## src/rtl/iss_pkg.sv

```systemverilog
// Shared class codes and fixed timing constants for the issue estimator.
package iss_pkg;
    typedef enum logic [1:0] {
        CLS_OTHER = 2'd0,
        CLS_VMASK = 2'd1,
        CLS_SALU  = 2'd2,
        CLS_SAVEX = 2'd3
    } iss_cls_e;

    localparam int DEF_LAT   = 4;   // latency when the field is zero
    localparam int SAVEX_LAT = 8;   // exec-mask save latency
    localparam int SLOTS     = 8;   // dword slots per 32-byte block
    localparam int FREE_LO   = 3;   // slots below this never pay
endpackage

```

## src/rtl/iss_align.sv

```systemverilog
// Alignment penalty decision for one descriptor.
// Assumes: prev_lat is already the effective latency of the previous
// descriptor; slot is already forced to 0 for a misaligned address.
module iss_align #(
    parameter int ADDR_W = 32,
    parameter int LAT_W  = 8,
    parameter int NEAR_LAT = 16
) (
    input  logic              two_dw,
    input  logic [2:0]        slot,
    input  logic              have_prev,
    input  logic [LAT_W-1:0]  prev_lat,
    input  logic              prev_two,
    input  logic [ADDR_W-3:0] dw_diff,
    output logic              pen
);
    import iss_pkg::*;

    logic late_free;
    logic near_free;

    // Exemptions granted by the previous instruction's latency.
    always_comb begin
        late_free = (prev_lat > LAT_W'(DEF_LAT)) &&
                    ((LAT_W'(slot) + (prev_lat >> 2)) >= LAT_W'(SLOTS));
        near_free = prev_two && (prev_lat >= LAT_W'(NEAR_LAT)) &&
                    (dw_diff >= (ADDR_W-2)'(2)) && (dw_diff <= (ADDR_W-2)'(5));
    end

    // Final penalty flag.
    always_comb begin
        pen = two_dw && have_prev && (slot >= 3'(FREE_LO)) && !late_free && !near_free;
    end
endmodule

```

## src/rtl/iss_hazard.sv

```systemverilog
// Raises a scalar ALU issue time to the mask-write hazard bound.
// Assumes: vm_time is the issue time of the latest mask-writing vector op.
module iss_hazard #(
    parameter int CNT_W = 32,
    parameter int GAP   = 16
) (
    input  logic [CNT_W-1:0] base,
    input  logic             is_scalar,
    input  logic             vm_seen,
    input  logic [CNT_W-1:0] vm_time,
    output logic [CNT_W-1:0] issue
);
    localparam logic [CNT_W:0] MAXV = {1'b0, {CNT_W{1'b1}}};

    logic [CNT_W:0]   need_w;
    logic [CNT_W-1:0] need;

    // Saturating earliest legal scalar issue time.
    always_comb begin
        need_w = {1'b0, vm_time} + (CNT_W+1)'(GAP);
        need   = (need_w > MAXV) ? {CNT_W{1'b1}} : need_w[CNT_W-1:0];
        issue  = (is_scalar && vm_seen && base < need) ? need : base;
    end
endmodule

```

## src/rtl/iss_est.sv

```systemverilog
// Instruction issue cycle estimator top.
// Takes one descriptor per handshake, computes its issue cycle from the
// previous instruction's state, and holds the result in a one-entry
// output register. Assumes descriptors arrive in program order.
module iss_est #(
    parameter int CNT_W    = 32,
    parameter int ADDR_W   = 32,
    parameter int LAT_W    = 8,
    parameter int HAZ_GAP  = 16,
    parameter int PEN_CYC  = 4
) (
    input  logic              clk,
    input  logic              rst_n,
    input  logic              in_valid,
    output logic              in_ready,
    input  logic [ADDR_W-1:0] in_addr,
    input  logic              in_two_dw,
    input  logic [LAT_W-1:0]  in_lat,
    input  logic [1:0]        in_cls,
    input  logic              in_last,
    output logic              out_valid,
    input  logic              out_ready,
    output logic [CNT_W-1:0]  out_issue,
    output logic              out_err,
    output logic              out_done,
    output logic [CNT_W-1:0]  out_total
);
    import iss_pkg::*;

    localparam logic [CNT_W:0] MAXV = {1'b0, {CNT_W{1'b1}}};

    // previous-instruction state
    logic              have_prev;
    logic [CNT_W-1:0]  prev_issue;
    logic [LAT_W-1:0]  prev_lat;
    logic              prev_two;
    logic [ADDR_W-3:0] prev_dw;
    logic              vm_seen;
    logic [CNT_W-1:0]  vm_time;

    logic              accept;
    logic              misal;
    logic [2:0]        slot;
    logic [LAT_W-1:0]  eff_lat;
    logic [ADDR_W-3:0] dw_diff;
    logic              pen;
    logic              is_scalar;
    logic [CNT_W:0]    base_w;
    logic [CNT_W-1:0]  base;
    logic [CNT_W:0]    pre_w;
    logic [CNT_W-1:0]  pre;
    logic [CNT_W-1:0]  issue_nx;
    logic [CNT_W:0]    tot_w;
    logic [CNT_W-1:0]  total_nx;

    // Handshake: accept when the output slot is free or draining.
    always_comb begin
        in_ready = !out_valid || out_ready;
        accept   = in_valid && in_ready;
    end

    // Decode of the incoming descriptor.
    always_comb begin
        misal     = (in_addr[1:0] != 2'b00);
        slot      = misal ? 3'd0 : in_addr[4:2];
        dw_diff   = in_addr[ADDR_W-1:2] - prev_dw;
        is_scalar = (in_cls == CLS_SALU) || (in_cls == CLS_SAVEX);
        if (in_cls == CLS_SAVEX)
            eff_lat = LAT_W'(SAVEX_LAT);
        else if (in_lat == '0)
            eff_lat = LAT_W'(DEF_LAT);
        else
            eff_lat = in_lat;
    end

    iss_align #(.ADDR_W(ADDR_W), .LAT_W(LAT_W)) align_i (
        .two_dw   (in_two_dw),
        .slot     (slot),
        .have_prev(have_prev),
        .prev_lat (prev_lat),
        .prev_two (prev_two),
        .dw_diff  (dw_diff),
        .pen      (pen)
    );

    // Saturating base time and penalty addition.
    always_comb begin
        base_w = {1'b0, prev_issue} + (CNT_W+1)'(prev_lat);
        if (!have_prev)
            base = '0;
        else
            base = (base_w > MAXV) ? {CNT_W{1'b1}} : base_w[CNT_W-1:0];
        pre_w = {1'b0, base} + (pen ? (CNT_W+1)'(PEN_CYC) : '0);
        pre   = (pre_w > MAXV) ? {CNT_W{1'b1}} : pre_w[CNT_W-1:0];
    end

    iss_hazard #(.CNT_W(CNT_W), .GAP(HAZ_GAP)) haz_i (
        .base     (pre),
        .is_scalar(is_scalar),
        .vm_seen  (vm_seen),
        .vm_time  (vm_time),
        .issue    (issue_nx)
    );

    // Saturating program total for a last descriptor.
    always_comb begin
        tot_w    = {1'b0, issue_nx} + (CNT_W+1)'(eff_lat);
        total_nx = (tot_w > MAXV) ? {CNT_W{1'b1}} : tot_w[CNT_W-1:0];
    end

    // History registers: update on accept, clear after a last descriptor.
    always_ff @(posedge clk) begin
        if (!rst_n || (accept && in_last)) begin
            have_prev  <= 1'b0;
            prev_issue <= '0;
            prev_lat   <= '0;
            prev_two   <= 1'b0;
            prev_dw    <= '0;
            vm_seen    <= 1'b0;
            vm_time    <= '0;
        end else if (accept) begin
            have_prev  <= 1'b1;
            prev_issue <= issue_nx;
            prev_lat   <= eff_lat;
            prev_two   <= in_two_dw;
            prev_dw    <= in_addr[ADDR_W-1:2];
            if (in_cls == CLS_VMASK) begin
                vm_seen <= 1'b1;
                vm_time <= issue_nx;
            end
        end
    end

    // One-entry output register.
    always_ff @(posedge clk) begin
        if (!rst_n) begin
            out_valid <= 1'b0;
            out_issue <= '0;
            out_err   <= 1'b0;
            out_done  <= 1'b0;
            out_total <= '0;
        end else if (accept) begin
            out_valid <= 1'b1;
            out_issue <= issue_nx;
            out_err   <= misal;
            out_done  <= in_last;
            out_total <= in_last ? total_nx : '0;
        end else if (out_ready) begin
            out_valid <= 1'b0;
        end
    end


    stall_hold_chk: assert property (@(posedge clk) disable iff (!rst_n)
        out_valid && !out_ready |=> out_valid && $stable(out_issue) && $stable(out_done));

    first_zero_chk: assert property (@(posedge clk) disable iff (!rst_n)
        accept && !have_prev |=> out_issue == '0);

    monotonic_chk: assert property (@(posedge clk) disable iff (!rst_n)
        accept && have_prev |-> issue_nx >= prev_issue);

    single_no_pen_chk: assert property (@(posedge clk) disable iff (!rst_n)
        accept && !in_two_dw |-> !pen);

    haz_gap_chk: assert property (@(posedge clk) disable iff (!rst_n)
        accept && is_scalar && vm_seen |->
        ({1'b0, issue_nx} >= {1'b0, vm_time} + (CNT_W+1)'(HAZ_GAP)) || (issue_nx == {CNT_W{1'b1}}));

    done_valid_chk: assert property (@(posedge clk) disable iff (!rst_n)
        out_done |-> out_valid || $past(out_valid));
endmodule

```

## config.mk

```make
export PLATFORM = sky130hd
export DESIGN_NAME = iss_est
export DESIGN_NICKNAME = d
export VERILOG_FILES = /design/src/rtl/iss_pkg.sv /design/src/rtl/iss_align.sv /design/src/rtl/iss_hazard.sv /design/src/rtl/iss_est.sv
export SDC_FILE = /design/constraint.sdc
export NUM_CORES = 1
export LEC_CHECK = 0
export CORE_MARGIN = 5
export CORE_UTILIZATION = 31
export CTS_CLUSTER_SIZE = 40
export DETAILED_ROUTE_END_ITERATION = 8
export PLACE_DENSITY_LB_ADDON = 0.25
export SLEW_MARGIN = 0
export SYNTH_ARGS = -nofsm -noshare
export SYNTH_HDL_FRONTEND = slang
export SYNTH_SLANG_ARGS = --single-unit
```

## constraint.sdc

```tcl
create_clock -name clk -period 22 [get_ports clk]
set_input_delay 4.4 -clock clk [delete_from_list [all_inputs] [get_ports clk]]
set_output_delay 4.4 -clock clk [all_outputs]
set_load 0.01 [all_outputs]
```

# [Word level (Yosys, flattened, before mapping)]
# Cells that the tools add are included.
[classes] eq_ne=3 reduce_logical=23 n_lt_le_gt_ge=11 addsub=6 muxes=13
[ops] cell="$mux 32" n=7
[ops] cell="$gt 33x32->1 const B" n=4
[ops] cell="$add 32x8->33" n=2
[ops] cell="$add 32x3->33" n=1
[ops] cell="$add 32x5->33 const B" n=1
[ops] cell="$lt 32x32->1" n=1
[ops] cell="$ge 30x2->1 const B" n=1
[ops] cell="$le 30x3->1 const B" n=1
[ops] cell="$sub 30x30->30" n=1
[ops] cell="$mux 8" n=2
[ops] cell="$logic_and 1x1->1" n=12
[ops] cell="$ge 8x4->1 const B" n=1
[ops] cell="$ge 8x5->1 const B" n=1
[ops] cell="$gt 8x3->1 const B" n=1
[ops] cell="$logic_not 8->1" n=1
[ops] cell="$add 3x6->7" n=1
[ops] cell="$mux 3" n=2
[ops] cell="$eq 2x2->1 const B" n=2
[ops] cell="$logic_not 1->1" n=4
[ops] cell="$reduce_bool 2->1" n=2
[ops] cell="$ge 3x2->1 const B" n=1
[ops] cell="$logic_or 1x1->1" n=3
[ops] cell="$eq 2x1->1 const B" n=1
[ops] cell="$mux 1" n=2
[ops] cell="$reduce_and 2->1" n=1
[totals] elab_cells=68 inputBits=48 ff_bits=172

# [Logic depth before layout (Yosys ltp)]
[logic_depth] depth_word=19 mapped_depth=55 depth_no_buf=51

# [Modules after synthesis]
# From an unflattened synthesis, not the netlist that was laid out.
[unflattened] hier_cells=1717 hier_area_um2=12763.5
[modules_own_cells] module="iss_est" cells_per_inst=1425 seq_area_each_um2=3443.3 n_inst=1 area_each_um2=10686.5
[modules_own_cells] module="iss_hazard" cells_per_inst=265 seq_area_each_um2=0.0 n_inst=1 area_each_um2=1866.8
[modules_own_cells] module="iss_align" cells_per_inst=27 seq_area_each_um2=0.0 n_inst=1 area_each_um2=210.2

# [Least setup slack after synthesis]
# No wires, ideal clock.
[synth_path] path_kind="input port to flip-flop" startpoint="input in_addr[2]" endpoint="register out_total[23]" cell_stages=54 slack_ns=6.825 arrival_ns=15.061 n_path_buf=5 path_cell_list="inv_1 -> ha_1 -> fa_1 -> nor2b_1 -> o21ai_0 -> a21o_1 -> a211oi_1 -> o21ai_0 -> a2111oi_0 -> o21ai_0 -> nand3_1 -> a31oi_1 -> o21bai_1 -> nand4_1 -> a311oi_1 -> xnor2_1 -> a41oi_1 -> ha_1 -> [18 not listed] -> buf_1 -> nor2_1 -> a21oi_1 -> ha_1 -> a21o_1 -> a21oi_1 -> o21ai_0 -> o211a_1 -> o21a_1 -> o21a_1 -> or2_2 -> o21ai_0 -> nor3_1 -> and3_1 -> a31oi_1 -> xor2_1 -> a21oi_1 -> a21o_1"
[synth_between] elab_chain_len=18 elab_cells_between_ends=26
[synth_rtl] element="start, declared" line_no="iss_est.sv:16" source="input logic [ADDR_W-1:0] in_addr,"
[synth_rtl] element="branches (longest 6 deep; another with $sub 30x30->30)"
[synth_rtl] element="$logic_and 1x1->1 *" line_no="iss_align.sv:32" source="pen = two_dw && have_prev && (slot >= 3'(FREE_LO)) && !late_free && !near_free;"
[synth_rtl] element="$mux 3 *" line_no="iss_est.sv:93" source="pre_w = {1'b0, base} + (pen ? (CNT_W+1)'(PEN_CYC) : '0);"
[synth_rtl] element="$add 32x3->33 *" line_no="iss_est.sv:93"
[synth_rtl] element="$gt 33x32->1" line_no="iss_est.sv:94" source="pre = (pre_w > MAXV) ? {CNT_W{1'b1}} : pre_w[CNT_W-1:0];"
[synth_rtl] element="$mux 32 *" line_no="iss_est.sv:94"
[synth_rtl] element="$lt 32x32->1" line_no="iss_hazard.sv:22" source="issue = (is_scalar && vm_seen && base < need) ? need : base;"
[synth_rtl] element="$logic_and 1x1->1" line_no="iss_hazard.sv:22"
[synth_rtl] element="$mux 32 *" line_no="iss_hazard.sv:22"
[synth_rtl] element="net haz_i.issue[1]" line_no="iss_hazard.sv:11" source="output logic [CNT_W-1:0] issue"
[synth_rtl] element="$add 32x8->33 *" line_no="iss_est.sv:107" source="tot_w = {1'b0, issue_nx} + (CNT_W+1)'(eff_lat);"
[synth_rtl] element="$gt 33x32->1" line_no="iss_est.sv:108" source="total_nx = (tot_w > MAXV) ? {CNT_W{1'b1}} : tot_w[CNT_W-1:0];"
[synth_rtl] element="$mux 32 *" line_no="iss_est.sv:108"
[synth_rtl] element="$mux 32 *" line_no="iss_est.sv:147" source="out_total <= in_last ? total_nx : '0;"
[synth_rtl] element="end signal, assigned" line_no="iss_est.sv:147"
[synth_rtl] element="end, declared" line_no="iss_est.sv:26" source="output logic [CNT_W-1:0] out_total"
# Mark *: on every way through the listed nets, which the timed path passes.
# A chain may end at the register's enable or synchronous reset.

# [Final worst setup path]
# Ends and elaborated chain as after synthesis.

==> flow_metrics.tcl <==
set metrics [dict create \
    post-dp-hpwl_mm 43.3 \
    num_io_pins 116 \
    status "finished clean" \
    hold_depth 2 \
    netlist_instances 1922 \
    rsz0062_at_grt "no" \
    worst-path-stages 50 \
    synth-edff-count 0 \
    start_kind "primary input" \
    core_area_mm2 0.0439 \
    die-area_mm2 0.0484 \
    endpoint_kind "flop" \
    drtIter0Drc 1226 \
    yosys.area_share.adder 0.0818 \
    dr.pass1.iters 8 \
    hold_viol 0 \
    grt_pass1_vias 13450 \
    fillers 4676 \
    synth-main-ff-cell "dfxtp_1" \
    fin_crit_ps 17210 \
    setup-tns-final_ps 0 \
    hold_ws_ps 456 \
    power_density_mw_per_mm2 48.5 \
    num_rows 77 \
    antenna_found_initial 1 \
    skew_ps 15.2 \
    cp_data_required_time_ps 22380 \
    grt_first_pass_wirelength_mm 83.1 \
    layout_commonest_cell "nand2_1" \
    crit_type "primary input to flop" \
    synthMuxAreaShare 0.00832 \
    async_flop_share 0 \
    slowest_delay_ps 660 \
    cts_setup_buffers 0 \
    yosysWarnings 0 \
    ir_drop_v 0.0000419 \
    clock_latency_ps 490 \
    root_buffer "clkbuf_16" \
    most-common-layout-cells "nand2_1, a21oi_1, nor2_1" \
    ctsHtreeMaxLevel 4 \
    cp_common_cell "o21ai_0" \
    synth.net_count 2057 \
    finalSetupViolations 0 \
    hold_buffers 0 \
    grt_usage 0.223 \
    cts_tree "done" \
    port-buffer-count 115 \
    synth_top_area_frac 0.252 \
    clock.fmax_mhz 58.1 \
    slew_violations 0 \
    yosys.cell_types.count 83 \
    fin_util 0.362 \
    drive_gt1_frac 0.0480 \
    synth_area_mm2 0.0137 \
    clk_path_buf_depth 2 \
    synth_xor_area_frac 0.0474 \
    synth_top_family_by_area "simple AND/OR/NAND/NOR gates" \
    initial_core_util 0.311 \
    max_slew.worst_pin.slew_ps 1210 \
    synth-simple-area-share 0.296 \
    ant_nets 0 \
    vias 14511 \
    syn2layout_area_growth_pct 16.4 \
    grt_start_max_net_pins 63 \
    fin_crit_sh 0.782 \
    drc 0 \
    timing.slew.headroom 0.184 \
    synth-compound-area-share 0.266 \
    critPathMaxFanout 24 \
    via_per_inst 5.63 \
    globalRoute.totalOverflow 0 \
    die_w_um 220 \
    yosys.area.top_type "dfxtp_1" \
    yosys-top-cells-area "dfxtp_1, nand2_1, a21oi_1" \
    cpLargestDelayFamily "compound AO/OA/AOI/OAI gates" \
    cp_num_buf_inv 2 \
    hp-class "flop to flop" \
    crit_arrival_ps 17580 \
    post_drt_wl_per_cell_um 21.4 \
    routed_wl_mm 55.1 \
    rr_worst_depth 48 \
    yosysSeqAreaShare 0.252 \
    clk_pin_slew_worst_paths_ps 70 \
    clkSinkCount 172 \
    slowest_stage "nand2_1" \
    cts_resized 0 \
    routabilityCongestion 0.973 \
    p_leak_nw 5.80 \
    nets 2103 \
    die_h_um 220 \
    cts_buffers 17 \
    avgSynthCellArea_um2 7.12 \
    maxCapViolCount 0 \
    ys_ff_latch 172 \
]
==> final timing paths <==
| path | endpoint | start | slack [ps] |
|---|---|---|---|
| hold reg to reg | prev_dw[2] | prev_dw[2] | 460 |
| hold / removal | prev_dw[2] | prev_dw[2] | 460 |
| setup reg to reg | out_total[23] | prev_dw[0] | 9010 |
| setup / recovery | out_total[23] | in_addr[2] | 4790 |
==> where the power goes <==
part	internal (mW)	switching (mW)
Combinational	0.0496	0.0805
Sequential	0.319	0.00631
Clock	0.174	0.143
==> Yosys cell counts (11+ instances only) <==
cell type / n
nand2_1: 324
a21oi_1: 215
nor2_1: 176
dfxtp_1: 172
clkbuf_1: 84
ha_1: 83
inv_1: 68
o21ai_0: 66
nand3_1: 63
a21o_1: 47
xnor2_1: 45
nand4_1: 44
nor3_1: 38
and2_1: 37
xor2_1: 29
a21boi_0: 27
a31oi_1: 27
nor2b_1: 24
o21a_1: 20
nor4_1: 19
and3_1: 18
nand2b_1: 18
a211oi_1: 17
o211ai_1: 16
or3_1: 14
o31ai_1: 13
buf_1: 12
o21bai_1: 12
nand3b_1: 11
==> layout make-up <==
cell class                      count  area (um^2)  area share
Antenna cell                        3         7.51    0.000472
Clock buffer                       20          457      0.0287
Clock inverter                     12          131     0.00825
Inverter                           69          259      0.0163
Multi-Input combinational cell   1577         9620       0.604
Sequential cell                   172         3440       0.216
Tap cell                          592          741      0.0465
Timing Repair Buffer              131         1270      0.0795
==> per-stage QoR <==
stage | area [um^2] | worst slack [ps] | cells | total power, mW
global route | 15900 | 3670 | 2573 | 0.811
CTS | 15900 | 5080 | 2573 | 0.785
floorplan | 13700 | 6830 | 1922 | 0.414
finish | 15900 | 4790 | 2576 | 0.772
global placement | 15300 | 5110 | 2541 | 0.461
detailed placement | 15300 | 4590 | 2541 | 0.461
==> worst register-to-register path: cells and delay by family (launching register included) <==
kind	cells	cell delay (ps)
AOI/OAI and AO/OA	30	7580
and+or+nand+nor	10	2730
adders and majority gates	6	1960
DFF	1	330
xor gates and xnor gates	2	290
==> per-layer routing <==
metal / track usage / part of all wire / vias to the layer above
met1: 0.304 / 0.46 / 6945
li1: - / - / 7004
met2: 0.352 / 0.45 / 480
met3: 0.0415 / 0.062 / 80
met4: 0.0847 / 0.030 / 2
met5: 0 / 0.00031 / -
==> state kept, by name, summed over array words and instances, names as in the netlist <==
name / cells
have_prev: 1
out_total: 32
prev_lat: 8
out_err: 1
prev_dw: 30
out_issue: 32
vm_seen: 1
prev_issue: 32
out_done: 1
prev_two: 1
vm_time: 32
out_valid: 1
==> logic make-up (layout without fill, tap and decap cells) <==
logic type | after synthesis | count (layout)
mux | 11 | 11
buf+inv | 173 | 232
flops | 172 | 172
other cells | 0 | 3
fa+ha+maj | 87 | 87
simple gates | 842 | 842
xor+xnor | 74 | 74
compound gates | 563 | 563
Power figures use the tool's default switching activity.
